File: config.mk
export PLATFORM = sky130hd
export DESIGN_NAME = lfr_frontend
export DESIGN_NICKNAME = d
export VERILOG_FILES = /design/src/rtl/lfr_pkg.sv /design/src/rtl/lfr_timebase.sv /design/src/rtl/lfr_bitclk.sv /design/src/rtl/lfr_shifter.sv /design/src/rtl/lfr_frontend.sv
export SDC_FILE = /design/constraint.sdc
export NUM_CORES = 1
export LEC_CHECK = 0
export ABC_AREA = 1
export BUFFER_PORTS_ARGS = -buffer_cell sky130_fd_sc_hd__buf_2
export CAP_MARGIN = 40
export CORE_MARGIN = 3
export CORE_UTILIZATION = 54
export CTS_CLUSTER_DIAMETER = 50
export DETAILED_ROUTE_END_ITERATION = 16
export PLACE_DENSITY = 0.73
export SLEW_MARGIN = 15
export SYNTH_ARGS = -nofsm -noshare
export SYNTH_HDL_FRONTEND = slang
export SYNTH_SLANG_ARGS = --single-unit
File: constraint.sdc
create_clock -name clk -period 2.1 [get_ports clk]
set_input_delay 0.21 -clock clk [delete_from_list [all_inputs] [get_ports clk]]
set_output_delay 0.21 -clock clk [all_outputs]
set_load 0.1 [all_outputs]
File: src/rtl/lfr_pkg.sv
package lfr_pkg;

   // How the carrier length for the next period is chosen.
   typedef enum logic {
      CAR_FIXED = 1'b0,
      CAR_PROG  = 1'b1
   } car_mode_e;

   function automatic int unsigned lfr_max(input int unsigned a, input int unsigned b);
      return (a > b) ? a : b;
   endfunction

endpackage

File: src/rtl/lfr_timebase.sv
// Carrier-period counter. Latches the period length and the half-bit length at
// each boundary and decodes the carrier, sample clock and capture strobe.
module lfr_timebase
   import lfr_pkg::*;
#(
   parameter int unsigned DATA_W      = 8,
   parameter int unsigned DIV_W       = 8,
   parameter int unsigned BASE_HALF   = 11,
   parameter int unsigned DIV_HALF    = 2,
   parameter int unsigned DIV_MIN     = 16,
   parameter bit          PROG_DIV_EN = 1'b1,
   parameter int unsigned QW          = 9,
   parameter int unsigned HBW         = 4,
   localparam int unsigned PHW        = QW + 1
) (
   input  logic             clk,
   input  logic             rst,
   input  logic             sel_i,
   input  logic             prog_i,
   input  logic [DIV_W-1:0] div_i,
   output logic             start_o,
   output logic             cap_o,
   output logic [HBW-1:0]   hb_o,
   output logic             coil_o,
   output logic             adc_o
);

   logic [PHW-1:0] ph;
   logic [QW-1:0]  q_half;
   logic [HBW-1:0] hb;
   logic [QW-1:0]  q_nxt;
   logic [HBW-1:0] hb_nxt;
   logic [HBW-1:0] hb_fix;
   logic [QW-1:0]  q_fix;
   logic [PHW-1:0] ph_last;
   logic [PHW-1:0] ph_mid;

   assign hb_fix = HBW'(BASE_HALF) + HBW'(sel_i);
   assign q_fix  = QW'(DATA_W) * QW'(hb_fix);

   generate
      if (PROG_DIV_EN) begin : g_prog
         car_mode_e      mode;
         logic [DIV_W-1:0] div_eff;
         assign mode    = prog_i ? CAR_PROG : CAR_FIXED;
         assign div_eff = (div_i < DIV_W'(DIV_MIN)) ? DIV_W'(DIV_MIN) : div_i;
         always_comb begin
            if (mode == CAR_PROG) begin
               q_nxt  = QW'(div_eff) + QW'(1);
               hb_nxt = HBW'(DIV_HALF);
            end else begin
               q_nxt  = q_fix;
               hb_nxt = hb_fix;
            end
         end
      end else begin : g_fixed
         assign q_nxt  = q_fix;
         assign hb_nxt = hb_fix;
      end
   endgenerate

   assign ph_last = {q_half, 1'b0} - PHW'(1);
   assign ph_mid  = {1'b0, q_half};
   assign start_o = (ph == ph_last);

   always_ff @(posedge clk) begin
      if (rst) begin
         ph     <= '0;
         q_half <= q_nxt;
         hb     <= hb_nxt;
      end else if (start_o) begin
         ph     <= '0;
         q_half <= q_nxt;
         hb     <= hb_nxt;
      end else begin
         ph <= ph + PHW'(1);
      end
   end

   assign coil_o = (ph < ph_mid);
   assign adc_o  = ~coil_o;
   assign cap_o  = (ph == ph_mid - PHW'(1));
   assign hb_o   = hb;

   // period and half-bit lengths move only at a boundary
   a_r9_len_held: assert property (@(posedge clk) disable iff (rst)
      !start_o |=> ($stable(q_half) && $stable(hb)));

   // the latched half period never falls below the floor
   a_r8_div_floor: assert property (@(posedge clk) disable iff (rst)
      q_half >= QW'(DIV_MIN + 1));

endmodule

File: src/rtl/lfr_bitclk.sv
// Serial bit clock: restarts at every carrier boundary, runs DATA_W full
// cycles, then idles low until the next boundary.
module lfr_bitclk #(
   parameter int unsigned DATA_W = 8,
   parameter int unsigned HBW    = 4,
   localparam int unsigned CW    = $clog2(DATA_W + 1)
) (
   input  logic           clk,
   input  logic           rst,
   input  logic           start_i,
   input  logic [HBW-1:0] hb_i,
   output logic           sclk_o,
   output logic           fall_o,
   output logic           active_o
);

   logic [HBW-1:0] hcnt;
   logic [CW-1:0]  bitcnt;
   logic           sclk_r;
   logic           half_end;

   assign active_o = (bitcnt < CW'(DATA_W));
   assign half_end = (hcnt == hb_i - HBW'(1));
   assign fall_o   = active_o && half_end && sclk_r;
   assign sclk_o   = sclk_r;

   always_ff @(posedge clk) begin
      if (rst || start_i) begin
         hcnt   <= '0;
         sclk_r <= 1'b0;
         bitcnt <= '0;
      end else if (active_o) begin
         if (half_end) begin
            hcnt   <= '0;
            sclk_r <= ~sclk_r;
            if (sclk_r) bitcnt <= bitcnt + CW'(1);
         end else begin
            hcnt <= hcnt + HBW'(1);
         end
      end
   end

   // never more than one sample's worth of bits per period
   a_r3_bit_cap: assert property (@(posedge clk) disable iff (rst)
      bitcnt <= CW'(DATA_W));

endmodule

File: src/rtl/lfr_shifter.sv
// Sample capture and MSB-first shift register; a captured sample is sent in
// the period after the one in which it was taken.
module lfr_shifter #(
   parameter int unsigned DATA_W = 8
) (
   input  logic              clk,
   input  logic              rst,
   input  logic              start_i,
   input  logic              cap_i,
   input  logic              shift_i,
   input  logic [DATA_W-1:0] sample_i,
   output logic              primed_o,
   output logic              msb_o
);

   logic [DATA_W-1:0] held;
   logic [DATA_W-1:0] sh;
   logic              primed;

   always_ff @(posedge clk) begin
      if (rst) begin
         held   <= '0;
         sh     <= '0;
         primed <= 1'b0;
      end else begin
         if (cap_i) held <= sample_i;
         if (start_i) begin
            sh     <= held;
            primed <= 1'b1;
         end else if (shift_i) begin
            sh <= {sh[DATA_W-2:0], 1'b0};
         end
      end
   end

   assign primed_o = primed;
   assign msb_o    = sh[DATA_W-1];

endmodule

File: src/rtl/lfr_frontend.sv
// Top: one divider chain feeding carrier, sample clock and serial link.
module lfr_frontend
   import lfr_pkg::*;
#(
   parameter int unsigned DATA_W      = 8,
   parameter int unsigned DIV_W       = 8,
   parameter int unsigned BASE_HALF   = 11,
   parameter int unsigned DIV_HALF    = 2,
   parameter int unsigned DIV_MIN     = 16,
   parameter bit          PROG_DIV_EN = 1'b1
) (
   input  logic              clk,
   input  logic              rst,
   input  logic              sel_125_i,
   input  logic              prog_en_i,
   input  logic [DIV_W-1:0]  car_div_i,
   input  logic [DATA_W-1:0] adc_data_i,
   output logic              coil_drive_o,
   output logic              adc_clk_o,
   output logic              ser_frame_o,
   output logic              ser_data_o,
   output logic              ser_clk_o,
   output logic              hf_drive_o,
   output logic              dbg_o
);

   localparam int unsigned HB_MAX = lfr_max(BASE_HALF + 1, DIV_HALF);
   localparam int unsigned Q_MAX  = lfr_max(DATA_W * (BASE_HALF + 1), 2 ** DIV_W);
   localparam int unsigned HBW    = $clog2(HB_MAX + 1);
   localparam int unsigned QW     = $clog2(Q_MAX + 1);

   generate
      if (DATA_W < 2) begin : g_chk_w
         $error("DATA_W must be at least 2");
      end
      if (BASE_HALF < 1 || DIV_HALF < 1) begin : g_chk_h
         $error("half-bit lengths must be nonzero");
      end
      if (DIV_MIN + 1 < DIV_HALF * DATA_W) begin : g_chk_fit
         $error("DIV_MIN too small for a full frame in one period");
      end
      if (DIV_MIN >= 2 ** DIV_W) begin : g_chk_min
         $error("DIV_MIN does not fit in DIV_W bits");
      end
   endgenerate

   logic           start;
   logic           cap;
   logic [HBW-1:0] hb;
   logic           sclk;
   logic           fall;
   logic           active;
   logic           primed;
   logic           msb;

   lfr_timebase #(
      .DATA_W(DATA_W), .DIV_W(DIV_W), .BASE_HALF(BASE_HALF), .DIV_HALF(DIV_HALF),
      .DIV_MIN(DIV_MIN), .PROG_DIV_EN(PROG_DIV_EN), .QW(QW), .HBW(HBW)
   ) u_tb (
      .clk(clk), .rst(rst), .sel_i(sel_125_i), .prog_i(prog_en_i), .div_i(car_div_i),
      .start_o(start), .cap_o(cap), .hb_o(hb), .coil_o(coil_drive_o), .adc_o(adc_clk_o)
   );

   lfr_bitclk #(.DATA_W(DATA_W), .HBW(HBW)) u_bc (
      .clk(clk), .rst(rst), .start_i(start), .hb_i(hb),
      .sclk_o(sclk), .fall_o(fall), .active_o(active)
   );

   lfr_shifter #(.DATA_W(DATA_W)) u_sh (
      .clk(clk), .rst(rst), .start_i(start), .cap_i(cap), .shift_i(fall),
      .sample_i(adc_data_i), .primed_o(primed), .msb_o(msb)
   );

   assign ser_frame_o = primed && active;
   assign ser_data_o  = ser_frame_o && msb;
   assign ser_clk_o   = primed && sclk;
   assign hf_drive_o  = 1'b0;
   assign dbg_o       = adc_clk_o;

   // a reset edge silences the link on the following cycle
   a_r1_reset_quiet: assert property (@(posedge clk)
      rst |=> (!ser_frame_o && !ser_data_o && !ser_clk_o));

   // data is steady across each rising bit-clock edge inside a frame
   a_r5_data_on_fall: assert property (@(posedge clk) disable iff (rst)
      ($rose(ser_clk_o) && $past(ser_frame_o)) |-> $stable(ser_data_o));

   // the bit clock is idle whenever no frame is active
   a_r7_sclk_idle: assert property (@(posedge clk) disable iff (rst)
      !ser_frame_o |-> !ser_clk_o);

endmodule

==> results of run 1 <==
[cell usage in the layout (no fill, tap or decap), types with 4 or more instances in the layout]
cell and count:
sky130_fd_sc_hd__nand2_1 83, sky130_fd_sc_hd__inv_1 51, sky130_fd_sc_hd__nor2_1 51, sky130_fd_sc_hd__nand3_1 48, sky130_fd_sc_hd__dfxtp_1 36, sky130_fd_sc_hd__buf_2 22, sky130_fd_sc_hd__buf_4 21, sky130_fd_sc_hd__nand2_2 17
sky130_fd_sc_hd__edfxtp_1 13, sky130_fd_sc_hd__inv_2 12, sky130_fd_sc_hd__a21oi_1 12, sky130_fd_sc_hd__xor2_1 11, sky130_fd_sc_hd__a21oi_2 10, sky130_fd_sc_hd__ha_1 10, sky130_fd_sc_hd__nand4_1 9, sky130_fd_sc_hd__nand3_2 8
sky130_fd_sc_hd__nor2_2 8, sky130_fd_sc_hd__o21ai_0 7, sky130_fd_sc_hd__nor2_4 6, sky130_fd_sc_hd__nand2_4 6, sky130_fd_sc_hd__buf_12 6, sky130_fd_sc_hd__nor3_1 5, sky130_fd_sc_hd__clkbuf_8 5, sky130_fd_sc_hd__buf_6 5
sky130_fd_sc_hd__ha_4 4, sky130_fd_sc_hd__clkbuf_16 4
[final timing paths]
path / cells past startpoint / endpoint / startpoint / slack (ns)
max: 9 / adc_clk_o / u_tb.q_half[2]$_SDFFCE_PN0P_ / -0.06
min: 5 / u_sh.held[3]$_SDFFE_PP0N_ / adc_data_i[3] / 0.18
max reg2reg: 12 / u_bc.hcnt[2]$_SDFFE_PP0N_ / u_tb.q_half[1]$_SDFFCE_PN0P_ / -0.04
min reg2reg: 2 / u_sh.held[6]$_SDFFE_PP0N_ / u_sh.held[6]$_SDFFE_PP0N_ / 0.49
[state kept, by name (all words and copies together) (netlist names)]
name / count
u_tb.ph: 10
u_tb.q_half: 9
u_sh.held: 8
u_sh.sh: 8
u_bc.bitcnt: 4
u_bc.hcnt: 4
u_tb.hb_o: 4
u_bc.sclk_o: 1
u_sh.primed_o: 1
[power groups by stage]
stage / clock network [mW] / registers (mW) / logic [mW]
2_1_floorplan: 0 / 1.05 / 0.249
3_3_place_gp: 0 / 1.07 / 0.325
3_5_place_dp: 0 / 1.07 / 0.335
4_1_cts: 0.652 / 1.04 / 0.364
5_1_grt: 0.700 / 1.05 / 0.454
6_report: 0.644 / 1.05 / 0.406
[per-stage QoR]
stage          utilization (%)  cell area [sq um]  hold WS, ns  setup slack (ns)
2_1_floorplan                -               3190        0.403            -0.928
3_3_place_gp              63.5               3540        0.466            0.0486
3_5_place_dp              63.5               3540        0.477           -0.0153
4_1_cts                   67.3               3750        0.169           -0.0119
5_1_grt                   72.6               4050        0.179            -0.188
6_report                  72.6               4050        0.183           -0.0594
[routing by layer]
| layer | vias to the layer above | track usage (%) |
|---|---|---|
| li1 | 1545 | - |
| met4 | 0 | 6.37 |
| met2 | 91 | 35.5 |
| met5 | - | 0 |
| met1 | 1405 | 30.2 |
| met3 | 14 | 4.12 |
[kinds of logic (layout without fill, tap and decap cells)]
group                    after synthesis  after routing  share of synthesized area [%]
AO/OA/AOI/OAI                         37             37                           6.61
XOR/XNOR                              15             15                           4.16
adder cells (fa/ha/maj)               15             15                           5.94
buffers and inverters                 74            128                           10.0
flip-flops                            49             49                           35.1
other                                  1              1                          0.119
AND/OR/NAND/NOR                      255            256                           38.0
[layout make-up]
cell class              count  share of cell area (%)
well taps                  72                    2.22
repair buffers             57                    12.8
clock inverters             2                   0.340
clock buffers               6                    2.32
multi-input cells         324                    49.0
inverters                  63                    5.84
flip-flops and latches     49                    27.4
[critical path: cells and delay by family (launching register included)]
kind,cells,cell delay [ns]
compound gates,4,0.53
fa+ha+maj,1,0.19
buf+inv,3,0.34
flops,1,0.50
simple gates,1,0.07
[timing repair]
| item | CTS | global route |
|---|---|---|
| gates resized for setup | 18 | 46 |
| pin swaps | 1 | 17 |
| hold buffers | 0 | 0 |
| buffers inserted | 6 | 4 |
| endpoints found under the setup margin | 33 | 52 |
| cloned | 0 | 4 |
==> metrics.yaml, run 1 <==
initial_antenna_violation_count: 0
p_seq_share_pct: 49.9
die_area_sq_um: 6810
power_leakage_nw: 1.81
critPathMaxStageDelay_ns: 0.50
cap_violations: 0
cts-buffers-inserted: 5
drv_slew: 0
crit_top_cell: "sky130_fd_sc_hd__inv_2"
drt_drc_violations_left: 0
clock_tree.buffer_depth: 2
share_clk_of_total_power_pct: 30.7
layout-area-overhead-vs-synth_pct: 28.1
design.final.nets: 535
chipWidth_um: 82.5
area.sequential_sq_um: 1110
max_freq_mhz: 463
period_needed_ns: 2.16
floorplan.initialDensity_pct: 56.7
drt_pre_antenna_iters: 5
worst_ep_required_time_ns: 1.89
synth.cell_area_sq_um: 3160
syn-instance-count: 446
setup_viol: 11
yosys_most_used_dff: "sky130_fd_sc_hd__dfxtp_1"
cellPowerDensity_nw_per_um2: 518
combPwrFrac_pct: 19.4
critical_path.slowest_cell: "sky130_fd_sc_hd__edfxtp_1"
number_of_cell_rows: 27
vdd.ir_drop.worst_mv: 0.423
syn-num-nets: 481
final_antenna_net_count: 0
cts.clk_slew.worst_paths_ns: 0.10
highest-signal-layer: "met4"
grt_max_degree: 19
m1_wire_length_mm: 3.39
htree_num_levels: 2
detail_route.vias_per_cell: 5.33
violations: "negative setup slack"
yosys_warnings: 0
critPathLaunchType: "flop"
die_h_um: 82.5
cp_cell_sequence: "inv_2 -> ha_2 -> a21oi_2 -> o21ai_1 -> nand2_1 -> o211ai_1 -> a31oi_4 -> inv_2 -> buf_12"
ctsRootBufferMaster: "sky130_fd_sc_hd__clkbuf_8"
wl_met2_mm: 3.64
cts.sinks: 49
critical_path_type: "reg -> out"
end_kind: "output pin"
worst_ep_arrival_time_ns: 1.95
worst_case_setup_margin_in_the_final_layout_ns: -0.0594
filler_cells: 448
fin_tns_setup_ns: -0.302
outcome: "finished, violations left"
cp_max_fo: 4
final_layout_size_suffix_gt1_share_pct: 29.9
synth_enable_flop_cells: 13
insertion_delay_ns: 0.31
synth.distinct_cells: 39
synth.top_cells.by_area: "sky130_fd_sc_hd__dfxtp_1 23%, sky130_fd_sc_hd__edfxtp_1 12%, sky130_fd_sc_hd__nand2_1 12%"
synthesis.area_per_instance_sq_um: 7.09
cellInternalPower_mw: 1.48
final-hold-violation-count: 0
drt-wirelength-per-cell_um: 13.3
grt_setup_unrepaired: "true"
ys_async_sr_fraction_pct: 0
multiInputGateArea_sq_um: 1980
tritoncts: "yes"
total_power_mw: 2.10
fin_crit_sh_pct: 103
place.port_buffers: 25
routed-via-count: 3055
initialDrtViolationCount: 247
floorplan.io_pins: 27
ys_seq_elements: 49
worst_pin_slew_ns: 0.583
place_hpwl_mm: 5.20
yosys.area.top_type_share_pct: 22.8
synth_area_leader_cell: "sky130_fd_sc_hd__dfxtp_1"
instances_no_fill: 573
first_global_vias: 2658
grt_pass1_wl_mm: 11.8
met3_length_um: 471
routed_wl_mm: 7.62
switchingPower_mw: 0.616
core-area_sq_um: 5570
yosysSeqAreaShare_pct: 35.1
hold_class: "in -> reg"
gpl.final_weighted_congestion: 0.906
antenna_cells_inserted: 0
track_usage_pct: 22.1
netlist_top_cells_count: "97 x sky130_fd_sc_hd__nand2_1, 60 x sky130_fd_sc_hd__inv_1, 53 x sky130_fd_sc_hd__nand3_1"
dp.cells: 551
timing.slew.headroom_pct: 61.1
synthMostInstantiatedCell: "sky130_fd_sc_hd__nand2_1"
swShare_pct: 29.4
grt-ovfl-total: 0
clock-skew-final_ns: 0.0122
Note: power is estimated with default switching activity, not from simulation.
==> run 2, diff against run 1 <==
RECOVER_POWER = 25   (was not set)
==> run 2 against run 1 <==
  * The flow still finishes with violations (negative setup slack)
  * Clock skew up 0.0024 ns
  * Cell count unchanged
  * Design area about the same
  * Critical path type unchanged
  * Critical endpoint unchanged
==> metrics.yaml, run 2 (synthesized netlist as in run 1, its figures left out) <==
die_area_sq_um: 6810  # unchanged
largest_registers: "u_tb.ph (10), u_tb.q_half (9)"
drt_drc_violations_left: 0  # unchanged
cap_violations: 0  # unchanged
critPathMaxStageDelay_ns: 0.50  # about the same
grt_max_degree: 19  # unchanged
drt-wirelength-per-cell_um: 13.3  # +0.17%
place_hpwl_mm: 5.20  # unchanged
filler_cells: 447  # -0.22%
clock-skew-final_ns: 0.0146  # +0.00237 ns
design.final.nets: 535  # unchanged
period_needed_ns: 2.16  # -0.00218 ns
cts-buffers-inserted: 5  # unchanged
path_buf_inv: 3  # unchanged
layout-area-overhead-vs-synth_pct: 28.0  # about the same
cellInternalPower_mw: 1.48  # about the same
final-hold-violation-count: 0  # unchanged
place_ws_ns: -0.0153  # unchanged
final_antenna_net_count: 0  # unchanged
place_area_sq_um: 3540  # unchanged
antenna_cells_inserted: 0  # unchanged
switchingPower_mw: 0.617  # +0.27%
drt_pre_antenna_iters: 5  # unchanged
worst_pin_slew_ns: 0.584  # +0.00113 ns
swShare_pct: 29.4  # +0.059 points
hold_class: "in -> reg"
floorplan.io_pins: 27  # unchanged
gpl.final_weighted_congestion: 0.906  # unchanged
routed_wl_mm: 7.63  # +0.17%
cts.clk_slew.worst_paths_ns: 0.10  # about the same
routed-via-count: 3048  # -0.23%
floorplan.initialDensity_pct: 56.7  # unchanged
layout_commonest_cell: "sky130_fd_sc_hd__nand2_1"
critical_path.slowest_cell: "sky130_fd_sc_hd__edfxtp_1"
finalCoreUtilization_pct: 72.6  # about the same
grt_pass1_wl_mm: 11.8  # unchanged
chipWidth_um: 82.5  # unchanged
initial_antenna_violation_count: 0  # unchanged
worst_case_setup_margin_in_the_final_layout_ns: -0.0572  # +0.00218 ns
first_global_vias: 2658  # unchanged
crit_top_cell: "sky130_fd_sc_hd__inv_2"
critical_path_s_top_delay_family: "compound AO/OA/AOI/OAI gates"
instances_no_fill: 573  # unchanged
timing.slew.headroom_pct: 61.0  # -0.075 points
vdd.ir_drop.worst_mv: 0.424  # +0.20%
place.port_buffers: 25  # unchanged
clock_tree.buffer_depth: 2  # unchanged
setup_viol: 13  # +2
share_clk_of_total_power_pct: 30.8  # about the same
violations: "negative setup slack"
cts_hold_buf: 0  # unchanged
mostFrequentLayoutCells: "83 x sky130_fd_sc_hd__nand2_1, 51 x sky130_fd_sc_hd__inv_1, 51 x sky130_fd_sc_hd__nor2_1"
cellPowerDensity_nw_per_um2: 518  # +0.10%
track_usage_pct: 22.1  # unchanged
cts.sinks: 49  # unchanged
grt_setup_unrepaired: "true"
number_of_cell_rows: 27  # unchanged
cp_max_fo: 4  # unchanged
htree_num_levels: 2  # unchanged
fin_crit_sh_pct: 103  # -0.10 points
max_freq_mhz: 464  # +0.10%
cp_cell_sequence: "inv_2 -> ha_2 -> a21oi_2 -> o21ai_1 -> nand2_1 -> o211ai_1 -> a31oi_4 -> inv_2 -> buf_12"
worst_ep_required_time_ns: 1.89  # about the same
final_layout_size_suffix_gt1_share_pct: 29.7  # -0.20 points
total_power_mw: 2.10  # about the same
hold-worst-slack_ns: 0.185  # +0.00247 ns
grt-ovfl-total: 0  # unchanged
power_leakage_nw: 1.81  # -0.15%
tritoncts: "yes"
outcome: "finished, violations left"
combPwrFrac_pct: 19.4  # about the same
critPathLaunchType: "flop"
worst_ep_arrival_time_ns: 1.95  # about the same
fin_tns_setup_ns: -0.308  # -0.00649 ns
p_seq_share_pct: 49.9  # about the same
initialDrtViolationCount: 247  # unchanged
insertion_delay_ns: 0.31  # about the same
end_kind: "output pin"
die_h_um: 82.5  # unchanged
critical_path_type: "reg -> out"
detail_route.vias_per_cell: 5.32  # -0.23%
largest_register_ff_count: 10  # unchanged
core-area_sq_um: 5570  # unchanged
post-route-cell-area_sq_um: 4050  # about the same
drv_slew: 0  # unchanged
ctsRootBufferMaster: "sky130_fd_sc_hd__clkbuf_8"
max_flop_register: "u_tb.ph"
dp.cells: 551  # unchanged
[run 2: worst paths after layout]
path	start	to	slack [ns]	cells past startpoint
worst max-delay path	u_tb.q_half[2]$_SDFFCE_PN0P_	adc_clk_o	-0.06	9
worst min-delay path	adc_data_i[3]	u_sh.held[3]$_SDFFE_PP0N_	0.19	5
worst max register to register	u_tb.q_half[1]$_SDFFCE_PN0P_	u_bc.hcnt[2]$_SDFFE_PP0N_	-0.04	12
worst min register to register	u_sh.held[6]$_SDFFE_PP0N_	u_sh.held[6]$_SDFFE_PP0N_	0.49	2
[run 2: worst reg2reg max path, stage by stage, from the launching register on]
cell and delay (ns):
sky130_fd_sc_hd__edfxtp_1 0.45, sky130_fd_sc_hd__buf_6 0.15, sky130_fd_sc_hd__nor2_4 0.18, sky130_fd_sc_hd__nand2_4 0.12, sky130_fd_sc_hd__nand2_2 0.09, sky130_fd_sc_hd__nand2_2 0.07
sky130_fd_sc_hd__nand2_2 0.08, sky130_fd_sc_hd__nand3_2 0.09, sky130_fd_sc_hd__nor3_4 0.25, sky130_fd_sc_hd__nand2_4 0.17, sky130_fd_sc_hd__buf_12 0.17, sky130_fd_sc_hd__nand3b_1 0.17
sky130_fd_sc_hd__a21oi_1 0.06
[run 2: power groups by stage]
stage          clock network (mW)  logic, mW  registers [mW]
3_5_place_dp                    0      0.335            1.07
2_1_floorplan                   0      0.249            1.05
5_1_grt                     0.700      0.454            1.05
3_3_place_gp                    0      0.325            1.07
6_report                    0.646      0.406            1.05
4_1_cts                     0.652      0.364            1.04
[run 2: per-layer routing]
| metal | GRT usage (%) | routed length, um | vias up |
|---|---|---|---|
| met1 | 30.2 | 3410 | 1398 |
| met2 | 35.5 | 3620 | 88 |
| met5 | 0 | 0 | - |
| li1 | - | - | 1546 |
| met4 | 6.37 | 125 | 0 |
| met3 | 4.12 | 471 | 16 |
[run 2: what timing repair did]
action                                  4_1_cts  5_1_grt
resized for setup                            18       46
pin swaps                                     1       17
endpoints found under the setup margin       33       52
hold endpoints to repair                      0        0
buffers inserted                              6        4
cloned                                        0        4
[run 2: area by class of cell]
| type | instances | area (sq um) | share of cell area (%) |
|---|---|---|---|
| multi-input cells | 324 | 1980 | 49.0 |
| flip-flops and latches | 49 | 1110 | 27.4 |
| repair buffers | 57 | 518 | 12.8 |
| inverters | 63 | 236 | 5.84 |
| clock buffers | 6 | 93.8 | 2.32 |
| well taps | 72 | 90.1 | 2.23 |
| clock inverters | 2 | 13.8 | 0.340 |
